<file path="config.mk">
export PLATFORM = sky130hd
export DESIGN_NAME = sc_etu_gen
export DESIGN_NICKNAME = d
export VERILOG_FILES = /design/src/rtl/sc_etu_pkg.sv /design/src/rtl/sc_etu_cfg.sv /design/src/rtl/sc_etu_cnt.sv /design/src/rtl/sc_etu_gen.sv
export SDC_FILE = /design/constraint.sdc
export NUM_CORES = 1
export LEC_CHECK = 0
export BUFFER_PORTS_ARGS = -buffer_cell sky130_fd_sc_hd__clkbuf_2
export CAP_MARGIN = 20
export CORE_MARGIN = 2
export CORE_UTILIZATION = 60
export CTS_BUF_LIST = sky130_fd_sc_hd__clkbuf_8 sky130_fd_sc_hd__clkbuf_16
export DETAILED_ROUTE_END_ITERATION = 12
export MAX_ROUTING_LAYER = met4
export PLACE_DENSITY = 0.77
export SYNTH_ARGS = -nofsm -noshare
export SYNTH_HDL_FRONTEND = slang
export SYNTH_SLANG_ARGS = --single-unit
export TNS_END_PERCENT = 20
</file>
<file path="constraint.sdc">
create_clock -name clk -period 11.3 [get_ports clk]
set_input_delay 0.565 -clock clk [delete_from_list [all_inputs] [get_ports clk]]
set_output_delay 0.565 -clock clk [all_outputs]
set_load 0.1 [all_outputs]
</file>
<file path="src/rtl/sc_etu_pkg.sv">
package sc_etu_pkg;

    typedef enum logic [0:0] {
        ST_PRIME = 1'b0,
        ST_RUN   = 1'b1
    } etu_state_e;

endpackage

</file>
<file path="src/rtl/sc_etu_cfg.sv">
module sc_etu_cfg #(
    parameter int BASE_W  = 16,
    parameter int RATIO_W = 8,
    parameter logic [BASE_W-1:0]  BASE_RST  = 16'd31,
    parameter logic [RATIO_W-1:0] RATIO_RST = 8'd12,
    localparam int PROD_W = BASE_W + RATIO_W
) (
    input  logic               clk,
    input  logic               rst_n,
    input  logic               load,
    input  logic [BASE_W-1:0]  base_in,
    input  logic [RATIO_W-1:0] ratio_in,
    output logic [BASE_W-1:0]  base_q,
    output logic [RATIO_W-1:0] ratio_q,
    output logic [PROD_W-1:0]  len_o,
    output logic [PROD_W-1:0]  mid_o
);

    logic [BASE_W-1:0]  base_fix;
    logic [RATIO_W-1:0] ratio_fix;

    // Zero is mapped to 1 so the counters can always wrap
    always_comb begin
        base_fix  = (base_in  == '0) ? BASE_W'(1)  : base_in;
        ratio_fix = (ratio_in == '0) ? RATIO_W'(1) : ratio_in;
    end

    always_ff @(posedge clk or negedge rst_n) begin
        if (!rst_n) begin
            base_q  <= BASE_RST;
            ratio_q <= RATIO_RST;
        end else if (load) begin
            base_q  <= base_fix;
            ratio_q <= ratio_fix;
        end
    end

    always_comb begin
        len_o = PROD_W'(base_q) * PROD_W'(ratio_q);
        mid_o = (len_o + PROD_W'(1)) >> 1;
    end

    // latched terms are never zero
    a_r7_nonzero_terms: assert property (@(posedge clk) disable iff (!rst_n)
        (base_q != '0) && (ratio_q != '0));

    // latched terms only move on a load
    a_r8_hold_between_loads: assert property (@(posedge clk) disable iff (!rst_n)
        !load |=> ($stable(base_q) && $stable(ratio_q)));

endmodule

</file>
<file path="src/rtl/sc_etu_cnt.sv">
module sc_etu_cnt #(
    parameter int BASE_W  = 16,
    parameter int RATIO_W = 8,
    localparam int PROD_W = BASE_W + RATIO_W
) (
    input  logic               clk,
    input  logic               rst_n,
    input  logic               clear,
    input  logic               step,
    input  logic [BASE_W-1:0]  base,
    input  logic [RATIO_W-1:0] ratio,
    input  logic [PROD_W-1:0]  len,
    input  logic [PROD_W-1:0]  mid,
    output logic               wrap,
    output logic               mid_hit
);

    logic [BASE_W-1:0]  inner_q;
    logic [RATIO_W-1:0] outer_q;
    logic [PROD_W-1:0]  pos_q;
    logic               inner_last;
    logic               outer_last;

    always_comb begin
        inner_last = (inner_q == base - BASE_W'(1));
        outer_last = (outer_q == ratio - RATIO_W'(1));
        wrap       = step && inner_last && outer_last;
        mid_hit    = step && (pos_q == mid - PROD_W'(1));
    end

    always_ff @(posedge clk or negedge rst_n) begin
        if (!rst_n) begin
            inner_q <= '0;
            outer_q <= '0;
            pos_q   <= '0;
        end else if (clear) begin
            inner_q <= '0;
            outer_q <= '0;
            pos_q   <= '0;
        end else if (step) begin
            if (inner_last) begin
                inner_q <= '0;
                outer_q <= outer_last ? '0 : outer_q + RATIO_W'(1);
            end else begin
                inner_q <= inner_q + BASE_W'(1);
            end
            pos_q <= (inner_last && outer_last) ? '0 : pos_q + PROD_W'(1);
        end
    end

    // counters stay inside the latched bounds
    a_r2_counters_in_range: assert property (@(posedge clk) disable iff (!rst_n)
        (inner_q < base) && (outer_q < ratio) && (pos_q < len));

    // without a step nothing moves
    a_r4_hold_without_step: assert property (@(posedge clk) disable iff (!rst_n)
        (!step && !clear) |=> ($stable(inner_q) && $stable(outer_q) && $stable(pos_q)));

endmodule

</file>
<file path="src/rtl/sc_etu_gen.sv">
module sc_etu_gen #(
    parameter int BASE_W  = 16,
    parameter int RATIO_W = 8,
    localparam int PROD_W = BASE_W + RATIO_W
) (
    input  logic               clk,
    input  logic               rst_n,
    input  logic               card_clk_en,
    input  logic               restart,
    input  logic [7:0]         div_hi,
    input  logic [7:0]         div_lo,
    input  logic [RATIO_W-1:0] ratio,
    output logic               etu_tick,
    output logic               mid_tick
);
    import sc_etu_pkg::*;

    etu_state_e         state_q, state_d;
    logic               load, clear, step, wrap, mid_hit;
    logic [BASE_W-1:0]  base_q;
    logic [RATIO_W-1:0] ratio_q;
    logic [PROD_W-1:0]  len, mid;

    always_comb begin
        clear = (state_q == ST_PRIME) || restart;
        step  = (state_q == ST_RUN) && card_clk_en && !restart;
        load  = clear || wrap;
    end

    always_comb begin
        state_d = state_q;
        unique case (state_q)
            ST_PRIME: state_d = ST_RUN;
            ST_RUN:   state_d = ST_RUN;
            default:  state_d = ST_PRIME;
        endcase
    end

    always_ff @(posedge clk or negedge rst_n) begin
        if (!rst_n) state_q <= ST_PRIME;
        else        state_q <= state_d;
    end

    always_ff @(posedge clk or negedge rst_n) begin
        if (!rst_n) begin
            etu_tick <= 1'b0;
            mid_tick <= 1'b0;
        end else begin
            unique case (state_q)
                ST_PRIME: begin
                    etu_tick <= 1'b0;
                    mid_tick <= 1'b0;
                end
                ST_RUN: begin
                    etu_tick <= wrap;
                    mid_tick <= mid_hit;
                end
                default: begin
                    etu_tick <= 1'b0;
                    mid_tick <= 1'b0;
                end
            endcase
        end
    end

    sc_etu_cfg #(
        .BASE_W  (BASE_W),
        .RATIO_W (RATIO_W)
    ) u_cfg (
        .clk      (clk),
        .rst_n    (rst_n),
        .load     (load),
        .base_in  (BASE_W'({div_hi, div_lo})),
        .ratio_in (ratio),
        .base_q   (base_q),
        .ratio_q  (ratio_q),
        .len_o    (len),
        .mid_o    (mid)
    );

    sc_etu_cnt #(
        .BASE_W  (BASE_W),
        .RATIO_W (RATIO_W)
    ) u_cnt (
        .clk     (clk),
        .rst_n   (rst_n),
        .clear   (clear),
        .step    (step),
        .base    (base_q),
        .ratio   (ratio_q),
        .len     (len),
        .mid     (mid),
        .wrap    (wrap),
        .mid_hit (mid_hit)
    );

    // no strobe right after a restart
    a_r6_quiet_after_restart: assert property (@(posedge clk) disable iff (!rst_n)
        $past(restart) |-> (!etu_tick && !mid_tick));

    // a strobe needs an enabled card clock in the previous cycle
    a_r4_tick_needs_enable: assert property (@(posedge clk) disable iff (!rst_n)
        (etu_tick || mid_tick) |-> $past(card_clk_en));

    // priming cycle emits nothing
    a_r1_prime_quiet: assert property (@(posedge clk) disable iff (!rst_n)
        (state_q == ST_PRIME) |=> (!etu_tick && !mid_tick));

endmodule

</file>
* After elaboration in Yosys (flattened, before gate mapping)
Index checks and enable logic that the tools add are counted.
** Storage, ports and cells
- Register bits :: 75
- Word-level logic and storage cells :: 48
** Operators by class
- Add/subtract/negate cells :: 7
- Multipliers :: 1
- Equal/unequal tests :: 3
- Multiplexer cells :: 14
- Bitwise operators :: 1
- Reduce and logical (&&, ||, !) cells :: 14
** Operators by type and width (count)
- 24-bit 2-to-1 mux :: 3
- 16-bit 2-to-1 mux :: 4
- 24-bit by 1-bit adder with 24-bit output, second input constant :: 2
- 8-bit 2-to-1 mux :: 5
- 24-bit equality test :: 1
- 16-bit by 8-bit multiplier with 24-bit output :: 1
- 23-bit by 1-bit subtractor with 24-bit output, second input constant :: 1
- 16-bit by 1-bit adder with 16-bit output, second input constant :: 1
- 16-bit equality test :: 1
- 16-bit logical NOT :: 1
- 16-bit by 1-bit subtractor with 16-bit output, second input constant :: 1
- 8-bit by 1-bit adder with 8-bit output, second input constant :: 1
- 8-bit equality test :: 1
- 8-bit logical NOT :: 1
- 8-bit by 1-bit subtractor with 8-bit output, second input constant :: 1
- 1-bit logical AND :: 6
- 1-bit case mux with 2 select lines :: 2
- 2-bit nonzero test :: 2
- 1-bit logical OR :: 2
- 2-bit AND reduction :: 1
- 1-bit logical NOT :: 1
- 1-bit inverter :: 1

* Longest topological paths before layout
Gate-level depths: netlist (run 1).
- Word-level depth :: 6
- Gate-level depth with buffers :: 24

* By module
Synthesis (run 1) repeated with hierarchy kept, for this count alone.
** Unflattened totals
- Cells, all modules :: 1143
- Area total of the unflattened synthesis :: 9890.7 um2
** Modules (own cells, without submodules)
- sc_etu_cfg :: times used 1, cells each 642, area each 5731.7 um2
- sc_etu_cnt :: times used 1, cells each 492, area each 4038.9 um2
- sc_etu_gen :: times used 1, cells each 9, area each 120.1 um2

* Worst setup path after synthesis (run 1)
No wires, ideal clock.
- Kind :: flip-flop to flip-flop
- Start :: register u_cfg.ratio_q[3]
- End :: register mid_tick
- Library setup time :: 0.065 ns
- Data arrival time :: 6.058 ns
- Slack :: 5.177 ns
- Stages on the path, launching flop included :: 22
- Path buffers :: 3
- Cells stage by stage :: dfstp_2 clkbuf_1 buf_1 nand2_1 fa_1 fa_1 fa_1 fa_1 inv_1 ha_1 buf_2 a21oi_2 o21ai_2 o2bb2ai_2 or4_1 o311a_1 a31o_1 or3_1 nor4_1 mux2i_1 a2111oi_2 o211a_1
** Between the ends
- Longest elaborated chain between the ends :: 6
** RTL lines
- start, declared :: line sc_etu_cfg.sv:14 : output logic [RATIO_W-1:0] ratio_q,
- start signal, assigned :: line sc_etu_cfg.sv:34 : ratio_q <= ratio_fix;
- 16-bit by 8-bit multiplier with 24-bit output :: line sc_etu_cfg.sv:39 : len_o = PROD_W'(base_q) * PROD_W'(ratio_q);
- 24-bit by 1-bit adder with 24-bit output :: line sc_etu_cfg.sv:40 : mid_o = (len_o + PROD_W'(1)) >> 1;
- 23-bit by 1-bit subtractor with 24-bit output :: line sc_etu_cnt.sv:28 : mid_hit = step && (pos_q == mid - PROD_W'(1));
- 24-bit equality test :: line sc_etu_cnt.sv:28
- 1-bit logical AND :: line sc_etu_cnt.sv:28
- 1-bit case mux with 2 select lines :: line sc_etu_gen.sv:49 : unique case (state_q)
- end signal, assigned :: line sc_etu_gen.sv:56 : mid_tick <= mid_hit;
- end, declared :: line sc_etu_gen.sv:14 : output logic mid_tick
Every way passes these cells.
A chain may end at the register's enable or synchronous reset.

* Worst setup path in the final report (run 1)
- Start :: register u_cfg.ratio_q[6]
- End :: register mid_tick
The elaborated chain is that of the path after synthesis.

==> impl_metrics.csv, run 1 <==
group,metric,value,unit
critical_path,r2r_end,"mid_tick$_DFF_PN0_",
yosys,yosysWarnings,0,
layout,fin_nets,1257,
die,start_util,60.87,%
clock_network,numClockSinks,75,
grt,grt_pass1_wl,38.53,mm
power_and_ir_drop,irDropWorstVdd,0.0002346,V
timing,worst_pin_slew,1034,ps
yosys,synth_top_cells_by_count,"nand2_1 (143), inv_1 (94), fa_1 (84)",
yosys,ys_ff_latch,75,
routing,viasPerCell,6.046,
timing,rsz0062_at_grt,"false",
outcome,outcome,"completed",
placed_design,io_buffers,29,
clock_network,clk_pin_slew_worst_paths,60,ps
timing,fin_crit,6531,ps
clock_network,post_cts_buffers,0,
critical_path,r2r_start,"u_cfg.ratio_q[6]$_DFFE_PN0P_",
critical_path,crit_top_cell,"fa_1",
die,die_area,16970,µm²
timing,max_freq,153.1,MHz
clock_network,cts_resized,0,
layout,drive_above_1_share,9.016,%
critical_path,r2r_cells,18,
yosys,ys_seq_area_share,19.71,%
clock_network,cts_tree,"built",
critical_path,max_stage_delay,800,ps
grt,grt_pass1_vias,7631,
grt,grt_max_degree,76,
routing,wl_per_cell,17.99,µm
critical_path,arrival,6810,ps
placed_design,place_congestion,0.9569,
layout,syn_to_final_growth,5.259,%
routing,firstDrtPassIters,5,
routing,num_vias,7945,
timing,final_max_slew_viol_count,0,
critical_path,start_kind,"flop",
timing,finalSetupViolCount,0,
die,io_pins,30,
yosys,async_reset_ff_share,100.0,%
flow_run,drv_cap,0,
min_path,hp-class,"in -> async",
layout,antennaDiodeCount,0,
critical_path,end_kind,"flop",
critical_path,rrSetupSlack,4770,ps
die,die_h,130.3,µm
critical_path,criticalPathCategory,"reg -> reg",
grt,grt_usage,30.17,%
yosys,synth_top_area_cell,"dfrtp_1",
yosys,synth_cells,1111,
yosys,syn_avg_cell_area,8.609,µm²
clock_network,numCtsBuffers,9,
timing,finalCritPeriodShare,57.80,%
yosys,yosysTopAreaCellShare,17.79,%
power_and_ir_drop,p_leak,0.004386,µW
clock_network,cts-hold-fix-buffers,0,
critical_path,path_cells,"nand2_1 > fa_1 > fa_1 > fa_1 > fa_1 > inv_1 > ha_1 > o211a_1 > a21bo_2 > a21boi_0 > o41ai_1 > xor2_1 > nand4_2 > mux2_1 > a31oi_1 > a21oi_1 > a2111oi_2 > o211a_1",
power_and_ir_drop,powerDensity,317.2,nW/µm²
die,core,15710,µm²
yosys,synth_edf_count,0,
yosys,yosysMostFrequentCell,"nand2_1",
critical_path,path_delay_family,"adder cells",
timing,relSlewSlack,29.31,%
yosys,synth_area_leaders,"dfrtp_1 (18%), fa_1 (18%), ha_1 (6.8%)",
grt,grt.overflow.total,0,
grt,antenna_found_initial,0,
clock_network,root_buffer,"clkbuf_16",
clock_network,clockBufferDepth,2,
critical_path,cp.required,11580,ps
routing,routed_wl,23.64,mm
die,num_rows,46,
timing,fin_tns_setup,0,ps
yosys,syn_area,9564,µm²
timing,fin_skew,8.364,ps
placed_design,dp_hpwl,18.31,mm
yosys,synth-main-ff-cell,"dfrtp_1",
yosys,synth_cell_type_count,85,
timing,final-hold-violation-count,0,
yosys,synth_fp_nets,1275,
critical_path,path_buf_inv,1,
timing,setup_slack,4769,ps
clock_network,clk_latency,340,ps
placed_design,post-place-ws,4847,ps
routing,ant_nets,0,
clock_network,h-tree-depth,3,
critical_path,cp_max_fo,20,
routing,drt_iter0_drc,655,
routing,drc,0,
critical_path,critPathSlowestCell,"dfrtp_1",
die,die_w,130.3,µm
[sequential cells by signal, summed over array words and instances (netlist names)]
register / cells
u_cnt.pos_q: 24
u_cfg.base_q: 16
u_cnt.inner_q: 16
u_cfg.ratio_q: 8
u_cnt.outer_q: 8
etu_tick: 1
mid_tick: 1
state_q: 1
[placed cells by master (no fill, tap or decap), types with 3 or more instances in the layout]
master     Yosys  routed
nand3b_1       4       4
o21a_1         3       3
nor4_2         3       3
clkbuf_16      0       9
mux2_2        22      22
and2_1        61      61
a31oi_1       10      10
and4_1         7       7
xor2_1        36      36
a211oi_1       3       3
a21oi_1       34      33
mux2i_1        5       5
o211a_1        3       3
o21ai_0       50      50
nand4_1       11      11
o41ai_1        5       5
a21o_1         3       3
o211ai_1       6       6
or4_1         10      10
nor3_1        16      16
nand2_1      143     143
nor2_1        52      52
and3_1        29      29
xnor2_1       52      52
inv_1         94      95
dfrtp_1       68      68
fa_1          84      84
o2111ai_1      5       5
ha_1          52      52
or3_1          8       8
nor2b_1       11      11
o21ai_1       13      13
o31ai_1       11      11
dfstp_2        7       7
clkbuf_2       0      28
o22ai_1        3       3
nand3_1       29      29
nand2b_1      29      29
nor4_1        10      10
[report_power, final]
| part | internal (µW) | switching, µW |
|---|---|---|
| combinational | 988 | 1600 |
| sequential | 278 | 38.6 |
| clock | 171 | 117 |
[how the worst max path moves through the flow]
stage | depth (start not counted) | slack [ps] | startpoint | to
after floorplan | 21 | 5180 | u_cfg.ratio_q[3]$_DFFE_PN1P_ | mid_tick$_DFF_PN0_
after global placement | 17 | 4980 | u_cfg.ratio_q[6]$_DFFE_PN0P_ | mid_tick$_DFF_PN0_
after detailed placement | 17 | 4850 | u_cfg.ratio_q[6]$_DFFE_PN0P_ | mid_tick$_DFF_PN0_
after CTS | 18 | 4810 | u_cfg.ratio_q[6]$_DFFE_PN0P_ | mid_tick$_DFF_PN0_
after global routing | 18 | 4390 | u_cfg.ratio_q[4]$_DFFE_PN0P_ | mid_tick$_DFF_PN0_
final | 18 | 4770 | u_cfg.ratio_q[6]$_DFFE_PN0P_ | mid_tick$_DFF_PN0_
[logic make-up (layout without fill, tap and decap cells)]
group	Yosys count	in the layout	synth area share [%]
flops	75	75	19.71
simple gates	437	437	23.78
xor+xnor	90	90	8.530
other cells	1	1	0.03921
fa+ha+maj	136	136	24.39
buf+inv	154	141	6.279
mux	28	28	3.231
compound gates	190	190	14.04
[through the flow]
step                instance area (µm²)  hold WS (ps)  cells  utilization [%]  total power [µW]
CTS                               10040         415.4   1313            63.90              3171
global placement                   9746         535.8   1297            62.02              2833
detailed placement                 9746         556.7   1297            62.02              2868
floorplan                          9564         269.4   1111                -              2324
global route                      10070         459.6   1314            64.07              3490
finish                            10070         364.1   1314            64.07              3193
[final cells by class]
cell class	instances	area [µm²]
Clock buffer	9	225.2
Tap cell	216	270.3
Timing Repair Buffer	31	182.7
Inverter	94	352.8
Fill cell	1308	5645
Clock inverter	7	68.82
Sequential cell	75	1886
Multi-Input combinational cell	882	7082
[per-layer routing]
metal  global-route usage [%]  routed length [µm]
met4                    10.63                 673
met5                        -                   0
met2                    44.90               10860
met3                    3.690                1384
met1                    42.90               10720
Power figures use the tool's default switching activity.
==> run 2: changes to the inputs <==
ABC_AREA = 1   (was unset)
clock period = 6.6 ns   (was 11.3 ns; I/O delays follow)
==> impl_metrics.csv, run 2 <==
group,metric,value,unit
outcome,outcome,"completed",
yosys,ys_ff_latch,75,
yosys,synth_edf_count,0,
yosys,synth_fp_nets,1738,
clock_network,root_buffer,"clkbuf_16",
yosys,async_reset_ff_share,100.0,%
yosys,synth_area_leaders,"nand2_1 (17%), dfrtp_1 (16%), fa_1 (16%)",
timing,fin_skew,11.48,ps
layout,num-fill-cells,1518,
flow_run,drv_cap,0,
clock_network,clk_pin_slew_worst_paths,70,ps
yosys,synth_top_cells_by_count,"nand2_1 (490), inv_1 (271), nand3_1 (109)",
yosys,yosysWarnings,0,
layout,final_cell_mix,"nand2_1 (490), inv_1 (271), nand3_1 (109), nor2_1 (107), fa_1 (84)",
die,die_area,18940,µm²
timing,fin_hold_ws,107.7,ps
timing,finalSetupViolCount,0,
timing,finalCritPeriodShare,83.78,%
clock_network,cts_tree,"built",
critical_path,start_kind,"flop",
timing,max_freq,180.8,MHz
routing,drt_iter0_drc,675,
yosys,synth_cells,1574,
clock_network,cts_resized,0,
yosys,yosysMostFrequentCell,"nand2_1",
power_and_ir_drop,powerDensity,253.8,nW/µm²
die,start_util,61.73,%
timing,final-hold-violation-count,0,
clock_network,post_cts_buffers,0,
die,die_w,137.6,µm
timing,relSlewSlack,33.66,%
layout,register_area,1886,µm²
routing,viasPerCell,5.520,
layout,reg.largest.list,"u_cnt.pos_q (24), u_cfg.base_q (16), u_cnt.inner_q (16)",
routing,num_vias,9898,
die,core,17360,µm²
clock_network,clockBufferDepth,2,
timing,final_max_slew_viol_count,0,
grt,busiest_layer,"met2",
power_and_ir_drop,irDropWorstVdd,0.0001528,V
yosys,synth_cell_type_count,51,
critical_path,max_stage_delay,810,ps
critical_path,path_delay_family,"adder cells",
clock_network,numClockSinks,75,
timing,worst_pin_slew,995.1,ps
die,die_h,137.6,µm
timing,rsz0062_at_grt,"false",
routing,wl_per_cell,15.16,µm
yosys,synth-main-ff-cell,"dfrtp_1",
routing,firstDrtPassIters,7,
critical_path,cp_max_fo,20,
min_path,hp-class,"in -> async",
yosys,syn_area,10710,µm²
critical_path,crit_top_cell,"nand2_1",
routing,ant_nets,0,
layout,regMostFlops,"u_cnt.pos_q",
yosys,syn_avg_cell_area,6.807,µm²
routing,routed_wl,27.18,mm
clock_network,h-tree-depth,3,
layout,mostFrequentLayoutCell,"nand2_1",
grt,antenna_found_initial,0,
critical_path,cp.required,6900,ps
grt,use_met1,38.19,%
placed_design,io_buffers,29,
critical_path,criticalPathCategory,"reg -> reg",
grt,grt_usage,31.82,%
placed_design,place_congestion,0.9330,
layout,syn_to_final_growth,4.707,%
clock_network,cts-hold-fix-buffers,0,
power_and_ir_drop,totalPowerFinal,2847,µW
yosys,synth_top_area_cell,"nand2_1",
critical_path,arrival,5830,ps
timing,fin_tns_setup,0,ps
power_and_ir_drop,p_leak,0.005782,µW
grt,grtUsageMet3,4.194,%
critical_path,end_kind,"flop",
timing,fin_crit,5530,ps
layout,drive_above_1_share,9.375,%
routing,drc,0,
layout,fin_nets,1727,
critical_path,path_cells,"nand2_1 > fa_1 > fa_1 > fa_1 > fa_1 > inv_1 > ha_1 > nand2_1 > nand2_1 > a21oi_1 > nand2_1 > nand2_1 > nand2_1 > nor2_1 > nand2_1 > nor2_2 > nand3_2 > nand2_1 > nand2_1 > nor2_1 > nand3_1 > nor2_1 > nand3_1 > nor2_1",
clock_network,clk_latency,360,ps
layout,multi_input_area,7466,µm²
critical_path,critPathSlowestCell,"dfrtp_1",
grt,grt_pass1_vias,9592,
yosys,ys_seq_area_share,17.60,%
grt,grt_max_degree,76,
layout,antennaDiodeCount,0,
yosys,yosysTopAreaCellShare,17.17,%
clock_network,numCtsBuffers,9,
grt,grt_pass1_wl,45.56,mm
grt,grt.overflow.total,0,
layout,largest_reg_flops,24,
placed_design,dp_hpwl,21.28,mm
die,io_pins,30,
critical_path,path_buf_inv,1,
die,num_rows,48,
grt,met2_usage,54.56,%
==> run 2: cell types whose count changed after synthesis, sizes merged, moves of 29 or more <==
| cell | delta |
|---|---|
| nand2b | -29 |
| nor2 | +67 |
| inv | +191 |
| nand4 | +47 |
| o21ai | -34 |
| and2 | -60 |
| nand3 | +105 |
| and3 | -29 |
| nand2 | +362 |
| xnor2 | -35 |
==> run 2: metal layers <==
metal	vias to the layer above	share of wire (%)
met1	4683	42
met3	55	5.2
li1	4871	-
met4	0	3.0
met2	289	50
met5	-	0
==> run 2: cell type report <==
class / instances / share of cell area (%)
Timing Repair Buffer: 32 / 1.695
Clock buffer: 9 / 2.008
Clock inverter: 7 / 0.8253
Sequential cell: 75 / 16.81
Tap cell: 225 / 2.509
Inverter: 287 / 9.603
Multi-Input combinational cell: 1158 / 66.55
==> run 2: path summary, 6_finish.rpt <==
check / startpoint / to / slack [ps] / depth (start not counted)
hold / removal: rst_n / u_cfg.ratio_q[1]$_DFFE_PN0P_ / 110 / 1
hold reg to reg: u_cnt.outer_q[3]$_DFFE_PN0P_ / u_cnt.outer_q[3]$_DFFE_PN0P_ / 530 / 2
setup / recovery: u_cfg.ratio_q[4]$_DFFE_PN0P_ / mid_tick$_DFF_PN0_ / 1070 / 24
min in group clk: div_lo[1] / u_cfg.base_q[1]$_DFFE_PN1P_ / 200 / 3
setup reg to reg: u_cfg.ratio_q[4]$_DFFE_PN0P_ / mid_tick$_DFF_PN0_ / 1070 / 24
max in group asynchronous: rst_n / u_cnt.pos_q[8]$_DFFE_PN0P_ / 5810 / 1
==> run 2: report_power, final <==
part | total, µW | switching, µW | internal [µW] | leakage, µW
sequential | 563 | 84.1 | 479 | 0.000995
clock | 552 | 221 | 331 | 0.000153
combinational | 1730 | 1150 | 586 | 0.00463
==> run 2: metrics by stage <==
stage / setup slack, ps / util, % / cells / cell area, µm²
global placement: 1239 / 62.64 / 1776 / 10870
floorplan: 1449 / - / 1574 / 10710
global route: 599.8 / 64.63 / 1793 / 11220
finish: 1070 / 64.63 / 1793 / 11220
detailed placement: 1108 / 62.64 / 1776 / 10870
CTS: 1101 / 64.48 / 1792 / 11190
==> run 2: cells by family (layout without fill, tap and decap cells) <==
family / after synthesis / in the layout / synth area share (%)
XOR/XNOR: 69 / 69 / 5.641
adder cells (fa/ha/maj): 136 / 136 / 21.77
AO/OA/AOI/OAI: 83 / 83 / 4.905
flip-flops: 75 / 75 / 17.60
other: 1 / 1 / 0.03500
buffers and inverters: 341 / 335 / 12.72
AND/OR/NAND/NOR: 869 / 869 / 37.34
==> run 3: changes to the inputs <==
CORE_UTILIZATION = 59   (was 60)
PLACE_DENSITY = 0.79   (was 0.77)
clock period = 5 ns   (was 6.6 ns; I/O delays follow)
==> impl_metrics.csv, run 3 (synthesis gave the netlist of run 2 again) <==
group,metric,value,unit
timing,final-hold-violation-count,0,
routing,num_vias,10760,
power_and_ir_drop,p_leak,0.006556,µW
die,core,17900,µm²
die,io_pins,30,
layout,syn_to_final_growth,21.22,%
placed_design,io_buffers,29,
timing,fin_hold_ws,120.5,ps
grt,grt_usage,31.91,%
layout,final_area,12990,µm²
clock_network,clk_pin_slew_worst_paths,60,ps
routing,ant_nets,0,
timing,relSlewSlack,44.59,%
layout,reg.largest.list,"u_cnt.pos_q (24), u_cfg.base_q (16), u_cnt.inner_q (16)",
critical_path,max_stage_delay,600,ps
clock_network,root_buffer,"clkbuf_16",
critical_path,r2r_end,"mid_tick$_DFF_PN0_",
flow_run,drv_cap,0,
power_and_ir_drop,irDropWorstVdd,0.0002921,V
critical_path,r2r_start,"u_cfg.ratio_q[2]$_DFFE_PN1P_",
timing,finalSetupViolCount,1,
timing,finalCritPeriodShare,103.2,%
power_and_ir_drop,powerDensity,388.0,nW/µm²
layout,final_cell_mix,"nand2_1 (433), inv_1 (263), buf_4 (127), nand3_1 (94), nor2_1 (83)",
critical_path,r2r_cells,27,
grt,antenna_found_initial,0,
die,start_util,59.85,%
critical_path,crit_top_cell,"nand2_1",
routing,firstDrtPassIters,5,
critical_path,criticalPathCategory,"reg -> reg",
layout,drive_above_1_share,24.82,%
layout,mostFrequentLayoutCell,"nand2_1",
clock_network,numCtsBuffers,9,
power_and_ir_drop,clkPwrFrac,12.2,%
timing,fin_skew,15.74,ps
routing,drc,0,
layout,fin_nets,1859,
timing,fin_crit,5161,ps
critical_path,path_delay_family,"adder cells",
outcome,violations,"negative setup slack",
die,die_w,138.8,µm
timing,setup_slack,-160.6,ps
clock_network,numClockSinks,75,
die,die_h,138.8,µm
power_and_ir_drop,pwr-share-comb,74.1,%
clock_network,cts_tree,"built",
grt,grt_pass1_vias,10630,
routing,wl_per_cell,15.83,µm
timing,max_freq,193.8,MHz
power_and_ir_drop,p_seq_share,13.7,%
critical_path,end_kind,"flop",
layout,num-fill-cells,1350,
placed_design,dp_hpwl,22.37,mm
power_and_ir_drop,switching_share,50.71,%
critical_path,critPathSlowestCell,"fa_2",
min_path,worstHoldStart,"div_lo[2]",
critical_path,cp_max_fo,4,
critical_path,arrival,5450,ps
layout,regMostFlops,"u_cnt.pos_q",
timing,worst_pin_slew,829.1,ps
routing,viasPerCell,5.580,
grt,grt.overflow.total,0,
critical_path,rrSetupSlack,-160,ps
clock_network,clk_latency,360,ps
clock_network,h-tree-depth,3,
critical_path,cp.required,5290,ps
clock_network,clockBufferDepth,2,
critical_path,path_buf_inv,5,
placed_design,place_area,11650,µm²
layout,register_area,1896,µm²
critical_path,endpoint,"mid_tick$_DFF_PN0_",
critical_path,cp.depth,27,
die,die_area,19250,µm²
power_and_ir_drop,p_switching,2555,µW
layout,postLayoutCoreUtil,72.55,%
die,num_rows,49,
layout,antennaDiodeCount,0,
power_and_ir_drop,internal-power,2483,µW
layout,largest_reg_flops,24,
outcome,outcome,"finished with violations",
critical_path,cp-startpoint,"u_cfg.ratio_q[2]$_DFFE_PN1P_",
timing,rsz0062_at_grt,"true",
grt,grt_pass1_wl,49.18,mm
routing,routed_wl,30.53,mm
placed_design,place_congestion,1.005,
min_path,hp-class,"in -> reg",
timing,final_max_slew_viol_count,0,
routing,drt_iter0_drc,821,
grt,grt_max_degree,54,
critical_path,start_kind,"flop",
placed_design,post-place-ws,-254.6,ps
layout,multi_input_area,8218,µm²
[run 3: worst min path at each step]
| stage | end | slack [ps] | cells past startpoint |
|---|---|---|---|
| floorplan | etu_tick$_DFF_PN0_ | -50 | 0 |
| finish | u_cfg.base_q[2]$_DFFE_PN1P_ | 120 | 3 |
| global placement | u_cnt.outer_q[4]$_DFFE_PN0P_ | 150 | 1 |
| detailed placement | u_cnt.outer_q[4]$_DFFE_PN0P_ | 160 | 1 |
| CTS | u_cfg.base_q[1]$_DFFE_PN1P_ | 120 | 3 |
| global route | u_cfg.base_q[2]$_DFFE_PN1P_ | 120 | 3 |
[run 3: power groups by stage]
stage	Sequential, µW	Combinational [µW]	Clock (µW)
after floorplan	656	1880	0
after global placement	705	2700	0
after detailed placement	706	2780	0
after CTS	693	3090	619
after global routing	694	4080	643
final	692	3730	615
[run 3: per-stage QoR]
step                      cells  total power (µW)  TNS (ps)
after CTS                  1911              4399         0
after global placement     1881              3406    -158.8
after floorplan            1574              2539         0
after global routing       1929              5419    -288.5
final                      1929              5039    -160.6
after detailed placement   1881              3483    -254.6
[run 3: layer usage]
layer  vias to the layer above  routed length (µm)  track usage (%)
met4                         0                1444            12.97
met3                       127                2030            4.558
li1                       5121                   -                -
met5                         -                   0                -
met1                      5076               12070            38.53
met2                       439               14980            54.14
[run 3: tightest hold or removal path, cell delays in order]
cell and delay, ps:
clkbuf_2 90, nand4_1 70, nand2_1 50
[run 3: cell type report]
type	instances	area share, %
clock buffer	9	1.734
clock inverter	7	0.3468
inverter	287	8.314
multi-input combinational	1158	63.28
sequential	75	14.60
tap	229	2.206
timing repair buffer	164	9.528
[run 3: timing repair]
action / CTS / global route
setup buffers: 13 / 18
hold buffers: 1 / 0
hold endpoints to repair: 17 / 0
gates resized for setup: 68 / 129
pin swaps: 29 / 86
setup endpoints to repair: 1 / 1
